### src/rtl/prbs_pkg.sv
package prbs_pkg;

    // Default register width and tap mask (bits 0, 2, 3, 5 feed the new MSB).
    localparam int unsigned PRBS_W_DFLT    = 16;
    localparam logic [15:0] PRBS_TAPS_DFLT = 16'h002D;
    localparam logic [15:0] PRBS_SEED_DFLT = 16'hACE1;

    // Action taken by the register on one clock edge, in priority order.
    typedef enum logic [1:0] {
        ACT_IDLE = 2'd0,
        ACT_STEP = 2'd1,
        ACT_LOAD = 2'd2,
        ACT_RST  = 2'd3
    } prbs_act_e;

endpackage

### src/rtl/prbs_tap_xor.sv
module prbs_tap_xor #(
    parameter int unsigned WIDTH = 16,
    parameter logic [WIDTH-1:0] TAPS = 16'h002D
) (
    input  logic [WIDTH-1:0] cur_i,
    output logic [WIDTH-1:0] nxt_o,
    output logic             fb_o
);
    logic [WIDTH-1:0] masked;

    // One AND term per position; positions outside the tap mask drop out.
    for (genvar g = 0; g < WIDTH; g++) begin : g_tap
        if (TAPS[g]) begin : g_on
            assign masked[g] = cur_i[g];
        end else begin : g_off
            assign masked[g] = 1'b0;
        end
    end

    assign fb_o  = ^masked;
    assign nxt_o = {fb_o, cur_i[WIDTH-1:1]};
endmodule

### src/rtl/prbs_seed_guard.sv
module prbs_seed_guard #(
    parameter int unsigned WIDTH = 16,
    parameter logic [WIDTH-1:0] FALLBACK = 16'hACE1
) (
    input  logic [WIDTH-1:0] raw_i,
    output logic [WIDTH-1:0] safe_o
);
    logic is_zero;

    assign is_zero = (raw_i == '0);
    assign safe_o  = is_zero ? FALLBACK : raw_i;
endmodule

### src/rtl/prbs_action_sel.sv
module prbs_action_sel
    import prbs_pkg::*;
(
    input  logic      rst_i,
    input  logic      load_i,
    input  logic      step_i,
    output prbs_act_e act_o
);
    always_comb begin
        if (rst_i)       act_o = ACT_RST;
        else if (load_i) act_o = ACT_LOAD;
        else if (step_i) act_o = ACT_STEP;
        else             act_o = ACT_IDLE;
    end
endmodule

### src/rtl/prbs_cycle_meter.sv
module prbs_cycle_meter
    import prbs_pkg::*;
#(
    parameter int unsigned WIDTH = PRBS_W_DFLT,
    parameter logic [WIDTH-1:0] TAPS = PRBS_TAPS_DFLT,
    parameter logic [WIDTH-1:0] SEED_DEFAULT = PRBS_SEED_DFLT,
    localparam int unsigned CNT_W = WIDTH + 1
) (
    input  logic             clk_i,
    input  logic             rst_i,
    input  logic             step_i,
    input  logic             load_i,
    input  logic [WIDTH-1:0] seed_i,
    output logic [WIDTH-1:0] state_o,
    output logic [CNT_W-1:0] steps_o,
    output logic             wrap_o
);
    typedef struct packed {
        logic [WIDTH-1:0] state;
        logic [WIDTH-1:0] seed;
        logic [CNT_W-1:0] steps;
        logic             wrap;
    } meter_t;

    meter_t           r_d, r_q;
    prbs_act_e        act;
    logic [WIDTH-1:0] shifted;
    logic             fb_bit;
    logic [WIDTH-1:0] seed_safe;

    prbs_action_sel u_act (
        .rst_i  (rst_i),
        .load_i (load_i),
        .step_i (step_i),
        .act_o  (act)
    );

    prbs_tap_xor #(.WIDTH(WIDTH), .TAPS(TAPS)) u_fb (
        .cur_i (r_q.state),
        .nxt_o (shifted),
        .fb_o  (fb_bit)
    );

    prbs_seed_guard #(.WIDTH(WIDTH), .FALLBACK(SEED_DEFAULT)) u_guard (
        .raw_i  (seed_i),
        .safe_o (seed_safe)
    );

    // Next-value process.
    always_comb begin
        r_d      = r_q;
        r_d.wrap = 1'b0;
        unique case (act)
            ACT_RST: begin
                r_d.state = SEED_DEFAULT;
                r_d.seed  = SEED_DEFAULT;
                r_d.steps = '0;
            end
            ACT_LOAD: begin
                r_d.state = seed_safe;
                r_d.seed  = seed_safe;
                r_d.steps = '0;
            end
            ACT_STEP: begin
                r_d.state = shifted;
                // Compare only after moving: do-while order.
                if (shifted == r_q.seed) begin
                    r_d.wrap  = 1'b1;
                    r_d.steps = '0;
                end else begin
                    r_d.steps = r_q.steps + 1'b1;
                end
            end
            default: begin
                r_d.state = r_q.state;
            end
        endcase
    end

    // Register process.
    always_ff @(posedge clk_i) begin
        r_q <= r_d;
    end

    assign state_o = r_q.state;
    assign steps_o = r_q.steps;
    assign wrap_o  = r_q.wrap;

    logic unused_fb;
    assign unused_fb = fb_bit;
endmodule

### config.mk
export PLATFORM = sky130hd
export DESIGN_NAME = prbs_cycle_meter
export DESIGN_NICKNAME = d
export VERILOG_FILES = /design/src/rtl/prbs_pkg.sv /design/src/rtl/prbs_tap_xor.sv /design/src/rtl/prbs_seed_guard.sv /design/src/rtl/prbs_action_sel.sv /design/src/rtl/prbs_cycle_meter.sv
export SDC_FILE = /design/constraint.sdc
export NUM_CORES = 1
export LEC_CHECK = 0
export CAP_MARGIN = 10
export CORE_ASPECT_RATIO = 1.2
export CORE_MARGIN = 2
export CORE_UTILIZATION = 52
export CTS_CLUSTER_SIZE = 25
export DETAILED_ROUTE_END_ITERATION = 6
export PLACE_DENSITY = 0.78
export SYNTH_ARGS = -nofsm -noshare
export SYNTH_HDL_FRONTEND = slang
export SYNTH_SLANG_ARGS = --single-unit
### constraint.sdc
create_clock -name clk_i -period 4.3 [get_ports clk_i]
set_input_delay 1.29 -clock clk_i [delete_from_list [all_inputs] [get_ports clk_i]]
set_output_delay 1.29 -clock clk_i [all_outputs]
set_load 0.05 [all_outputs]
# After elaboration in Yosys (flattened, before gate mapping)
# Index checks and enable logic that the tools add are counted.
# W data, S select, Z words.
# word_totals
ff_bits,50
latchBits,0
ram_bits,0
rom_bits,0
output_inout_bits,34
word_cells,24
mem_count,0
# op_classes
addsub,1
mul,0
n_div,0
n_lt_le_gt_ge,0
n_eq_ne,4
n_shift,0
mux,9
bitwise,0
n_reduce_logical,6
# ops
op,n
$pmux W16 S3,1
$pmux W17 S2,1
$pmux W16 S2,1
$add A17 B1 Y17 const B,1
$mux W17,1
$eq A16 B16 Y1,1
$logic_not A16 Y1,1
$mux W16,1
$reduce_xor A16 Y1,1
$eq A2 B2 Y1 const B,2
$mux W2,2
$reduce_bool A2 Y1,2
$reduce_bool A3 Y1,1
$eq A2 B1 Y1 const B,1
$mux W1,2
$reduce_or A2 Y1,1

# Logic depth before layout (Yosys ltp)
# Gate-level depths: netlist of the first run.
# logic_depth
depth_word,6
ltp_mapped,8
depth_no_buf,7

# Hierarchy
# Synthesis of the first run repeated with hierarchy kept, for this count alone.
# unflattened
cells_unflattened,286
area_unflattened_um2,3099.2
# by_module_without_submodules
module,n_inst,cells_each,area_per_inst_um2
prbs_cycle_meter,1,232,2683.8
prbs_seed_guard,1,32,251.5
prbs_tap_xor,1,19,146.4
prbs_action_sel,1,3,17.5

# Worst setup path after synthesis of the first run
# OpenSTA, ideal clock, no wires.
# synth_timing
path_type,input port to flip-flop
start,input port rst_i
end,register r_q (netlist bit steps_o[10]) (data pin)
arrival_time_ns,2.642
t_required_ns,4.131
setup_slack_ns,1.489
path_stages,7
cell_sequence,or2_2 -> inv_1 -> ha_1 -> clkbuf_1 -> inv_1 -> clkbuf_1 -> a211oi_1
# synth_via
elab_chain_cells,4
word_cells_on_any_way,6
# synth_rtl
element,line_no,text
"start, declared",prbs_cycle_meter.sv:10,"input logic rst_i,"
$mux W2 (*),prbs_action_sel.sv:10,if (rst_i) act_o = ACT_RST;
$eq A2 B2 Y1,prbs_cycle_meter.sv:53,unique case (act)
$reduce_or A2 Y1 (no line),n/a,
$pmux W17 S2 (*),prbs_cycle_meter.sv:53,
"end signal, assigned",prbs_cycle_meter.sv:82,r_q <= r_d;
"end, declared",prbs_cycle_meter.sv:25,"meter_t r_d, r_q;"
# Every way passes the cells marked *; elsewhere a longest branch is shown, timed or not.
# A chain may end at the register's enable or synchronous reset.

# Worst setup path in the final report of the first run
# layout_timing
start,input port load_i
end,register r_q[31] (netlist name) (data pin)
# layout_via
elab_chain_cells,4
word_cells_on_any_way,5
# layout_rtl
element,line_no,text
"start, declared",prbs_cycle_meter.sv:12,"input logic load_i,"
$mux W2 (*),prbs_action_sel.sv:11,else if (load_i) act_o = ACT_LOAD;
$mux W2 (*),prbs_action_sel.sv:10,
$eq A2 B2 Y1,prbs_cycle_meter.sv:53,
$pmux W16 S2 (*),prbs_cycle_meter.sv:53,
# Marks and branches as above.

==> flow_summary.toml, run 1 <==
[run]
max-cap-violations = 0

[sta]
min_period_ps = 3025
finalSetupTns_ps = 0
rsz0062_at_grt = "false"
slew_violations = 0
fin_skew_ps = 4.110
fmax_ghz = 0.3306
final_hold_viol_count = 0
final-setup-viol-count = 0
slew_headroom_pct = 26.82
worst_slew_pin_slew_ps = 1089
period_share_pct = 70.35

[finish]
fin_util_pct = 62.33
diodes = 0
fin_cells = 334
nets = 295
drive_above_1_share_pct = 9.559
area_delta_synth_final_pct = 15.42
final_area_mm2 = 0.003324

[global_routing]
grt_pass1_vias = 1863
antenna_found_initial = 0
grt_max_degree = 34
grt-ovfl-total = 0
track_usage_pct = 19.11
grt_pass1_wl_um = 8970

[power_and_ir_drop]
leakagePower_nw = 1.085
power_frac_seq_pct = 49.6
p_per_area_mw_per_mm2 = 372.0
clkPwrFrac_pct = 26.7
p_comb_share_pct = 23.6
p_switching_w = 0.0003809
p_int_w = 0.0008556
swShare_pct = 30.81
ir_drop_uv = 233.6
p_total_w = 0.001237

[routing]
viasPerCell = 5.587
drtIter0Drc = 134
wirelength_um = 5390
drt_pass1_iterations = 4
ant_nets = 0
vias = 1866
drc = 0
wl_per_cell_um = 16.14

[floorplan]
io_pins = 54
fp.dieH_um = 85.53
initial_core_util_pct = 54.00
die_x_um = 71.94
dieArea_mm2 = 0.006153
fp.coreArea_mm2 = 0.005334
num_rows = 29

[cts]
cts_root_buf = "clkbuf_8"
cts.sinks = 50
cts_setup_buffers = 0
cts.clk_slew.worst_paths_ps = 90
cts_buffers = 5
cts_resized = 0
clock_latency_ps = 300
cts-htree-levels = 2
cts_tree = "yes"
clockBufferDepth = 2
ctsHoldBuffers = 0

[placed_design]
port_buffers = 53
dp_cells = 326
gp_congestion = 0.7928
post-dp-hpwl_um = 3869
placed_area_mm2 = 0.003211

[synth]
ys_warn_count = 0
syn_area_mm2 = 0.002880
synthArstFlopShare_pct = 0
avgSynthCellArea_um2 = 11.48
synth_ff_type = "edfxtp_1"
synth_fp_nets = 275
synth_seq_cells = 50
synthCells = 251
ys_seq_area_share_pct = 51.78
yosysUniqueCellTypes = 30
synth_edf_count = 49

[setup_path]
r2r_start = "state_o[2]"
cp.required_ps = 4340
worst-path-max-fanout = 17
crit_top_cell = "inv_1"
cp.arrival_ps = 3060
start_kind = "input port"
cp_top_family = "simple AND/OR/NAND/NOR gates"
critical_path_class = "input port to flip-flop"
endpoint_kind = "flip-flop"
cpPeakStageDelay_ps = 480
cp-startpoint = "load_i"
cp_cell_sequence = "clkdlybuf4s50_1 -> inv_1 -> a21o_1 -> inv_1 -> ha_1 -> nor2b_1 -> nand2b_1"
cp_slowest_cell = "clkdlybuf4s50_1"
crit_buf_inv = 3

[min_path]
hold_path.class = "flip-flop to flip-flop"
hp-start = "state_o[10]"

[status]
status = "finished clean"
## layout by cell type, fill, tap and decap left out, types with 2 or more instances in the layout
cell,instances
clkdlybuf4s50_1,53
edfxtp_1,49
xnor2_1,30
a21oi_1,16
nand2_1,13
nor2_1,10
nor4_1,10
a211oi_2,9
and2_1,8
o21ai_0,8
nand2b_1,8
nand4_1,7
inv_1,7
a211oi_1,7
nand3_1,6
clkbuf_8,5
nor3_1,4
ha_1,4
xnor2_2,2
or2_2,2
clkinvlp_4,2
buf_4,2
## cells by family (layout without fill, tap and decap cells)
family | count (synthesis) | count (layout) | synth area share, %
DFF | 50 | 50 | 51.78
AOI/OAI and AO/OA | 42 | 42 | 10.47
xor gates and xnor gates | 34 | 34 | 11.12
adders and majority gates | 4 | 4 | 1.738
buffers and inverters | 49 | 70 | 11.08
and+or+nand+nor | 72 | 72 | 13.81
## Yosys cell counts (7+ instances only)
cell type	n	share of area, %
a211oi_1	7	1.8
a211oi_2	9	3.9
a21oi_1	16	2.8
and2_1	8	1.7
buf_4	34	8.9
clkbuf_1	7	0.91
edfxtp_1	49	51
inv_1	7	0.91
nand2_1	13	1.7
nand2b_1	8	1.7
nand4_1	7	1.5
nor2_1	10	1.3
nor4_1	10	2.2
o21ai_0	8	1.4
xnor2_1	30	9.1
## final timing paths
check,slack [ps],cells past startpoint,to
worst min register to register,670,2,state_o[9]
worst max-delay path,1270,7,r_q[31]
worst max register to register,1930,4,steps_o[15]
worst min-delay path,670,2,state_o[9]
## sequential cells by signal (all words and copies together) (netlist names)
register and cells:
state_o 16, steps_o 17, r_q 16, wrap_o 1
## per-stage QoR
stage,setup WS [ps],hold WS [ps]
floorplan,1489,583.8
global placement,1018,629.8
detailed placement,944.3,634.3
CTS,1267,660.9
global route,1080,699.4
finish,1275,667.5
## metal layers
layer  GRT usage (%)  part of all wire, %  vias up
met5               0                    0        -
met4           8.062                  2.9        0
met3           3.995                  5.2       10
met2           31.73                   51       78
met1           24.24                   41      869
li1                -                    -      909
## area by class of cell
class / instances / area [µm²]
clock inverter: 3 / 45.04
timing repair buffer: 55 / 545.5
inverter: 7 / 26.28
tap: 62 / 77.57
clock buffer: 5 / 68.82
fill: 439 / 2009
multi-input combinational: 152 / 1070
sequential: 50 / 1491
## power groups by stage
stage / registers, W / clock network [W] / logic [W]
CTS: 0.000614 / 0.000334 / 0.000295
floorplan: 0.000614 / 0 / 0.000245
global route: 0.000619 / 0.000355 / 0.000314
detailed placement: 0.000625 / 0 / 0.000293
finish: 0.000614 / 0.000330 / 0.000292
global placement: 0.000624 / 0 / 0.000291
## worst min-delay path: cells and delay by family, from the launching register on
| family | cells | cell delay, ps |
|---|---|---|
| AOI/OAI and AO/OA | 1 | 80 |
| DFF | 1 | 400 |
| and+or+nand+nor | 1 | 80 |
(Power assumes the default switching activity.)
==> run 2: changes to the inputs <==
--- a/config.mk
+++ b/config.mk
@@ -8,10 +8,10 @@
 export CAP_MARGIN = 10
 export CORE_ASPECT_RATIO = 1.2
 export CORE_MARGIN = 2
-export CORE_UTILIZATION = 52
+export CORE_UTILIZATION = 47
 export CTS_CLUSTER_SIZE = 25
 export DETAILED_ROUTE_END_ITERATION = 6
-export PLACE_DENSITY = 0.78
+export PLACE_DENSITY = 0.74
 export SYNTH_ARGS = -nofsm -noshare
 export SYNTH_HDL_FRONTEND = slang
 export SYNTH_SLANG_ARGS = --single-unit
==> constraint.sdc (replaced) <==
create_clock -name clk_i -period 2.56 [get_ports clk_i]
set_input_delay 0.768 -clock clk_i [delete_from_list [all_inputs] [get_ports clk_i]]
set_output_delay 0.768 -clock clk_i [all_outputs]
set_load 0.05 [all_outputs]
==> run 2 against run 1 <==
Cell count grew 8.4%. Sequential cell count stayed put. Critical path depth fell by 6. Utilization is 4.7 points lower.
==> flow_summary.toml, run 2 (synthesis gave the netlist of run 1 again) <==
[finish]
final_cell_mix = "clkdlybuf4s50_1, edfxtp_1, xnor2_1, a21oi_1, nand2_1"
diodes = 0
fin_util_pct = 57.65
drive_above_1_share_pct = 11.79
final_common_cell = "clkdlybuf4s50_1"
area_delta_synth_final_pct = 19.55
nets = 303
fillers = 551
fin_cells = 362
largest_reg_flops = 17

[floorplan]
initial_core_util_pct = 48.22
io_pins = 54
fp.coreArea_mm2 = 0.005973
dieArea_mm2 = 0.006773
fp.dieH_um = 89.76
die_x_um = 75.46
num_rows = 31

[setup_path]
cp-startpoint = "state_o[2]"
cp.required_ps = 1790
cp_cell_sequence = "clkdlybuf4s50_1"
crit_buf_inv = 1
crit_path_end = "state_o[2]"
critical_path_class = "flip-flop to output pin"
cp_top_family = "buffers and inverters"
rr_endpoint = "steps_o[12]"
cpPeakStageDelay_ps = 860
worst-path-max-fanout = 4
r2r_start = "state_o[5]"
start_kind = "flip-flop"
endpoint_kind = "output pin"
cp.arrival_ps = 1640
cp_slowest_cell = "clkdlybuf4s50_1"
crit_cells = 1
r2r_slack_ps = 300
reg2reg_depth = 4

[power_and_ir_drop]
ir_drop_uv = 391.3
p_per_area_mw_per_mm2 = 607.3
leakagePower_nw = 1.141
p_total_w = 0.002091

[routing]
wl_met3_um = 334
met2_length_um = 3052
wirelength_um = 5667
drc = 0
met1Wirelength_um = 2225
vias = 1937
top_layer_used = "met4"
viasPerCell = 5.351
drt_pass1_iterations = 4
drtIter0Drc = 113
ant_nets = 0
wl_per_cell_um = 15.65

[sta]
rsz0062_at_grt = "false"
final_hold_viol_count = 0
fin_skew_ps = 8.043
worst_slew_pin_slew_ps = 1098
slew_headroom_pct = 26.45
finalWorstSetupSlack_ps = 153.7
period_share_pct = 94.00
min_period_ps = 2406
fmax_ghz = 0.4156
slew_violations = 0
hold-worst-slack_ps = 648.6
final-setup-viol-count = 0

[placed_design]
dp_cells = 354
gp_congestion = 0.8362
place_ws_ps = -20.70
port_buffers = 53
post-dp-hpwl_um = 4168

[cts]
cts.clk_slew.worst_paths_ps = 90
clock_latency_ps = 300
cts_resized = 0
cts_tree = "yes"
ctsHoldBuffers = 0
cts-htree-levels = 2
clockBufferDepth = 2
cts_root_buf = "clkbuf_8"
cts_buffers = 5
cts_setup_buffers = 0
cts.sinks = 50

[global_routing]
grt_pass1_vias = 1948
antenna_found_initial = 0
grt_pass1_wl_um = 9211
grt-ovfl-total = 0
track_usage_pct = 17.69
grt_max_degree = 33

[run]
max-cap-violations = 0

[status]
status = "finished clean"

[min_path]
hold_path.class = "flip-flop to flip-flop"
-- run 2: how the worst min path moves through the flow --
stage               cells after the start        from  slack (ps)         end
floorplan                               2  state_o[1]         580  state_o[0]
finish                                  2  state_o[7]         650  state_o[6]
global placement                        2  state_o[7]         630  state_o[6]
CTS                                     2  state_o[7]         650  state_o[6]
global route                            2  state_o[7]         670  state_o[6]
detailed placement                      2  state_o[7]         630  state_o[6]
-- run 2: tightest hold or removal path, cell delays in order, from the launching register on --
cell      delay, ps
edfxtp_1        400
a21oi_1          90
nand2_1          60
-- run 2: metrics by stage --
step                instance area (µm²)  TNS (ps)
finish                             3443         0
global route                       3443         0
CTS                                3443         0
detailed placement                 3333    -132.4
global placement                   3333         0
floorplan                          2880         0
-- run 2: layout make-up --
class	instances	area (µm²)	area share [%]
timing repair buffer	63	643.1	18.68
tap	82	102.6	2.980
sequential	50	1491	43.31
inverter	7	26.28	0.7631
clock inverter	2	37.54	1.090
multi-input combinational	152	1070	31.07
clock buffer	6	72.57	2.108
-- run 2: metal layers --
layer	global-route usage, %	vias up
met5	0	-
met4	4.971	0
met3	4.036	6
met2	30.58	77
met1	21.49	923
li1	-	931
-- run 2: power by group --
part	switching [W]	internal, W
Sequential	0.0000617	0.000970
Combinational	0.000321	0.000191
Clock	0.000255	0.000292
==> run 3: changes to the inputs <==
--- a/config.mk
+++ b/config.mk
@@ -5,7 +5,6 @@
 export SDC_FILE = /design/constraint.sdc
 export NUM_CORES = 1
 export LEC_CHECK = 0
-export CAP_MARGIN = 10
 export CORE_ASPECT_RATIO = 1.2
 export CORE_MARGIN = 2
 export CORE_UTILIZATION = 47
==> results of run 3 <==
Same layout as run 2: the final DEF is identical, and so are final timing and power.
